## src/rtl/irq_route_regs.sv

```systemverilog
module irq_route_regs #(
  parameter int NPINS = 24,
  parameter logic [7:0] VERSION = 8'h11
) (
  input  logic                clk,
  input  logic                rst_n,
  input  logic [7:0]          reg_addr,
  input  logic                reg_we,
  input  logic [31:0]         reg_wdata,
  output logic [31:0]         reg_rdata,
  input  logic [NPINS-1:0]    rirr_set,
  input  logic [NPINS-1:0]    rirr_clr,
  input  logic [NPINS-1:0]    busy_in,
  output logic [64*NPINS-1:0] tbl_entries,
  output logic [NPINS-1:0]    mask_chg,
  output logic                tbl_chg
);
  localparam logic [7:0] OFS_SEL = 8'h00;
  localparam logic [7:0] OFS_WIN = 8'h10;
  localparam logic [7:0] SEL_ID  = 8'h00;
  localparam logic [7:0] SEL_VER = 8'h01;
  localparam logic [7:0] SEL_ARB = 8'h02;
  localparam logic [7:0] TBL_BASE = 8'h10;
  localparam int IW = (NPINS > 1) ? $clog2(NPINS) : 1;
  localparam logic [7:0] LAST_PIN = 8'(NPINS - 1);

  logic [7:0]  sel_q;
  logic [3:0]  id_q;
  logic [63:0] ent_q [NPINS];

  logic [7:0]  sel_off;
  logic [6:0]  idx_full;
  logic        in_tbl;
  logic        wr_win;
  logic        wr_tbl;
  logic [IW-1:0] idx;
  logic [63:0] rd_ent;
  logic [31:0] win_rd;

  assign sel_off  = sel_q - TBL_BASE;
  assign idx_full = sel_off[7:1];
  assign in_tbl   = (sel_q >= TBL_BASE) && ({1'b0, idx_full} <= LAST_PIN);
  assign idx      = idx_full[IW-1:0];
  assign wr_win   = reg_we && (reg_addr == OFS_WIN);
  assign wr_tbl   = wr_win && in_tbl;
  assign rd_ent   = in_tbl ? ent_q[idx] : '1;

  always_comb begin
    case (sel_q)
      SEL_ID, SEL_ARB: win_rd = {4'h0, id_q, 24'h0};
      SEL_VER:         win_rd = {8'h00, LAST_PIN, 8'h00, VERSION};
      default:         win_rd = (sel_q >= TBL_BASE) ?
                                (sel_q[0] ? rd_ent[63:32] : rd_ent[31:0]) : 32'h0;
    endcase
  end

  always_comb begin
    case (reg_addr)
      OFS_SEL: reg_rdata = {24'h0, sel_q};
      OFS_WIN: reg_rdata = win_rd;
      default: reg_rdata = 32'h0;
    endcase
  end

  always_ff @(posedge clk or negedge rst_n) begin
    if (!rst_n) begin
      sel_q   <= '0;
      id_q    <= '0;
      tbl_chg <= 1'b0;
    end else begin
      tbl_chg <= wr_tbl;
      if (reg_we && reg_addr == OFS_SEL) sel_q <= reg_wdata[7:0];
      if (wr_win && sel_q == SEL_ID) id_q <= reg_wdata[27:24];
    end
  end

  for (genvar i = 0; i < NPINS; i++) begin : g_ent
    logic wr_lo, wr_hi;
    logic [63:0] nxt;

    assign wr_lo = wr_tbl && (idx == IW'(i)) && !sel_q[0];
    assign wr_hi = wr_tbl && (idx == IW'(i)) &&  sel_q[0];

    always_comb begin
      nxt = ent_q[i];
      if (wr_lo) nxt[31:0]  = reg_wdata;
      if (wr_hi) nxt[63:32] = reg_wdata;
      nxt[12] = busy_in[i];
      nxt[14] = ent_q[i][14];
      if (rirr_clr[i])               nxt[14] = 1'b0;
      else if (rirr_set[i] && nxt[15]) nxt[14] = 1'b1;
      if ((wr_lo || wr_hi) && !nxt[15]) nxt[14] = 1'b0;
    end

    always_ff @(posedge clk or negedge rst_n) begin
      if (!rst_n) begin
        ent_q[i]    <= 64'h0000_0000_0001_0000;
        mask_chg[i] <= 1'b0;
      end else begin
        ent_q[i]    <= nxt;
        mask_chg[i] <= wr_lo && (reg_wdata[16] != ent_q[i][16]);
      end
    end

    assign tbl_entries[64*i +: 64] = ent_q[i];
  end
endmodule

```

## config.mk

```make
export PLATFORM = sky130hd
export DESIGN_NAME = irq_route_regs
export DESIGN_NICKNAME = d
export VERILOG_FILES = /design/src/rtl/irq_route_regs.sv
export SDC_FILE = /design/constraint.sdc
export NUM_CORES = 2
export LEC_CHECK = 0
export BUFFER_PORTS_ARGS = -buffer_cell sky130_fd_sc_hd__buf_4
export CORE_AREA = 2 2 663 665
export CTS_CLUSTER_DIAMETER = 30
export CTS_CLUSTER_SIZE = 8
export DETAILED_ROUTE_END_ITERATION = 10
export DIE_AREA = 0 0 665 667
export GPL_TIMING_DRIVEN = 0
export PLACE_DENSITY_LB_ADDON = 0.08
export SYNTH_ARGS = -nofsm -noshare
export SYNTH_HDL_FRONTEND = slang
export SYNTH_SLANG_ARGS = --single-unit
```

## constraint.sdc

```tcl
create_clock -name clk -period 5.12 [get_ports clk]
set_clock_uncertainty 0.05 [all_clocks]
set_input_delay 0.512 -clock clk [delete_from_list [all_inputs] [get_ports clk]]
set_output_delay 0.512 -clock clk [all_outputs]
set_load 0.02 [all_outputs]
```

==> summary.md <==
| Metric | Value |
|---|---|
| DRC | 0 |
| Total grt overflow | 0 |
| Post-route ant nets | 0 |
| Fin. Hold Viols | 0 |
| Io pins | 1,708 |
| Worst R2R End | tbl_entries[1463]$_DFFE_PN0P_ |
| Synthesized Nets | 4,811 |
| Initial antenna violation count | 126 |
| Die area | 0.444 mm² |
| Die height | 667 µm |
| Setup WS pre-CTS | -3.48 ns |
| Post-Syn Area | 0.0720 mm² |
| Effective utilization at floorplan | 16.5% |
| Routed wl met2 | 320,000 µm |
| Clk_lat worst skew | 1.02 ns |
| Ys Warns | 0 |
| Hold depth | 2 |
| FMAX | 194 MHz |
| Setup violators final | 19 |
| Post-Syn Area per Cell | 15.3 µm² |
| Syn Inst Count | 4,693 |
| Worst slew pin tran | 1.59 ns |
| Final Cycle Share | 101% |
| FF-to-FF Start | sel_q[4]$_DFFE_PN0P_ |
| Maximum fanout along the worst path | 11 |
| Final setup margin | -0.0283 ns |
| RSZ-0062 raised after global routing | false |
| Yosys reg bits | 1,573 |
| H-Tree Depth | 6 |
| CTS tree | done |
| Post-synth EDFFs | 0 |
| Num CTS Buffers | 591 |
| Maximum VDD drop | 0.327 mV |
| Netlist cell types | 74 |
| Tot Pwr | 49.9 mW |
| Async SR Flop Fraction | 100% |
| Wire length per cell | 49.8 µm |
| Sequential-to-total area share from yosys stat | 54.7% |
| Final worst path period need | 5.15 ns |
| First-pass GRT wire length | 818,000 µm |
| CTS sink cnt | 1,573 |
| P_leak | 55.5 nW |
| Max Cap Viol | 4 |
| Largest net degree at the start of global routing | 152 |
| WP data required | 5.95 ns |
| WHS Endpoint | tbl_entries[39]$_DFFE_PN0P_ |
| Synth area leader | dfrtp_1 |
| Hpwl dp | 523,000 µm |
| Failing checks | capacitance limit, slew limit, setup timing |
| CP dominant cell by count | buf_6 |
| Crit end category | register |
| I/O Buffers | 1,678 |
| Nets | 7,284 |
| Std cell rows | 243 |
| CTS Root Cell | clkbuf_16 |
| Hold Crit Class | input port to register |
| Drt total wl | 669,000 µm |
| Aggregate global-route resource usage | 29.2% |
| Largest cells by area after synthesis | dfrtp_1, mux2_2, mux4_2, clkbuf_1, buf_2 |
| Crit-path cells | buf_6 -> buf_8 -> clkinv_8 -> ha_4 -> and3b_1 -> buf_6 -> a31oi_4 -> nor2_4 -> buf_12 -> buf_4 -> nand3_1 -> nor2_2 -> buf_2 -> mux2_2 |
| Slew Viols, Final | 28 |
| Startpoint Class | register |
| Gp weighted congestion | 0.848 |
| Worst path max stage delay | 0.86 ns |
| Clk slew on worst S/H paths | 0.04 ns |
| Most frequent cells in the layout | buf_4, dfrtp_1, mux2_2, clkbuf_16, mux4_2 |
| Pwr/cell area | 429 mW/mm² |
| Final hold slack | 0.0998 ns |
| Most common cell after layout, fill and taps aside | buf_4 |
| Ys flop type | dfrtp_1 |
| Hold_sp | reg_wdata[7] |
| Vias in the first global route | 62,600 |
| Rel. slew slack | -6.30% |
| Vias per inst | 4.56 |
| Layout cells sized above 1 | 65.1% |
| Met3 wire len | 46,400 µm |
| M1 wire length | 271,000 µm |
| FF-to-FF setup slack | -0.03 ns |
| WP data arrival | 5.98 ns |
| Post-synth top area share | 53.9% |
| Vias | 61,200 |
| Final core occ | 26.6% |
| Area growth from synthesis to layout | 61.5% |
| Top Layer Used | met5 |
| Die W | 665 µm |
| R2R depth | 14 |
| Crit Path Category | register to register |
| Max stage delay cell, worst path | nor2_2 |
| Clock Path Buffers | 4 |
| Status | finished, violations left |
| DR pass1 iterations | 5 |
| DRC marker count from the first detailed-route iteration | 4,976 |
| Core area | 0.437 mm² |
==> registers in the layout (all words and copies together) (netlist names) <==
signal       count
tbl_entries   1536
mask_chg        24
id_q             4
sel_q            8
tbl_chg          1
==> what timing repair did <==
item / in CTS / in global routing
endpoints found under the hold margin: 612 / 0
hold buffers: 89 / 0
gates resized for setup: 407 / 8
buffers inserted: 20 / 7
pin swaps: 12 / 1
endpoints found under the setup margin: 1570 / 16
==> how the worst max path moves through the flow <==
| stage | from | end | slack, ns | cells past startpoint |
|---|---|---|---|---|
| 6_report | sel_q[4]$_DFFE_PN0P_ | tbl_entries[1463]$_DFFE_PN0P_ | -0.03 | 14 |
| 5_1_grt | sel_q[1]$_DFFE_PN0P_ | reg_rdata[18] | 0.001 | 12 |
| 4_1_cts | sel_q[1]$_DFFE_PN0P_ | reg_rdata[20] | -0.03 | 10 |
| 3_5_place_dp | sel_q[4]$_DFFE_PN0P_ | tbl_entries[1397]$_DFFE_PN0P_ | -3.48 | 12 |
| 3_3_place_gp | rst_n | tbl_entries[849]$_DFFE_PN0N_ | -19.78 | 1 |
| 2_1_floorplan | sel_q[4]$_DFFE_PN0P_ | reg_rdata[1] | 1.24 | 12 |
==> cells by family after synthesis <==
logic type | count (synthesis) | synth area share, %
mux | 1967 | 36.8
compound gates | 273 | 2.58
simple gates | 378 | 2.62
buf+inv | 475 | 2.92
flops | 1573 | 54.7
fa+ha+maj | 3 | 0.0522
xor+xnor | 24 | 0.292
==> area by class of cell <==
cell class	count	area, µm²
repair buffers	1881	15400
plain buffers	463	3200
diodes	45	113
inverters	11	63.8
multi-input cells	2645	31200
clock buffers	910	17500
clock inverters	139	2190
well taps	5757	7200
flip-flops and latches	1573	39400
fillers	45300	320000
==> Yosys cell counts, drive strengths merged (15+ instances only) <==
cell    number
nor2        87
clkbuf     231
o221ai      15
dfstp       24
buf        233
a22oi       43
nand2      123
mux2i       85
nand3       43
xnor2       19
mux4       385
a311oi      16
dfrtp     1549
a21oi       63
o21ai       40
mux2      1497
a31oi       24
nor4        22
and3        21
==> layer usage <==
| metal | up-vias | track usage (%) |
|---|---|---|
| met5 | - | 0 |
| met4 | 6 | 11.6 |
| met3 | 908 | 7.52 |
| met2 | 3186 | 48.8 |
| met1 | 34100 | 35.8 |
| li1 | 23000 | - |
==> per-stage QoR <==
step	cells	TNS, ns	area (µm²)
6_report	13400	-0.216	116000
5_1_grt	13400	0	116000
4_1_cts	13400	-0.0342	116000
3_5_place_dp	12200	-3114.42	93700
3_3_place_gp	12100	-	91800
2_1_floorplan	4693	0	72000
==> worst max-delay path, delay by kind of cell (launching register included) <==
family / cells / cell delay [ns]
AOI/OAI and AO/OA: 1 / 0.20
adders and majority gates: 1 / 0.32
buffers and inverters: 7 / 1.91
DFF: 1 / 0.36
muxes: 1 / 0.41
and+or+nand+nor: 4 / 1.67
==> power by group <==
part           switching [mW]  internal [mW]
Clock                    10.7           24.4
Sequential             0.0216           12.5
Combinational            1.78          0.537
Power figures use the tool's default switching activity.
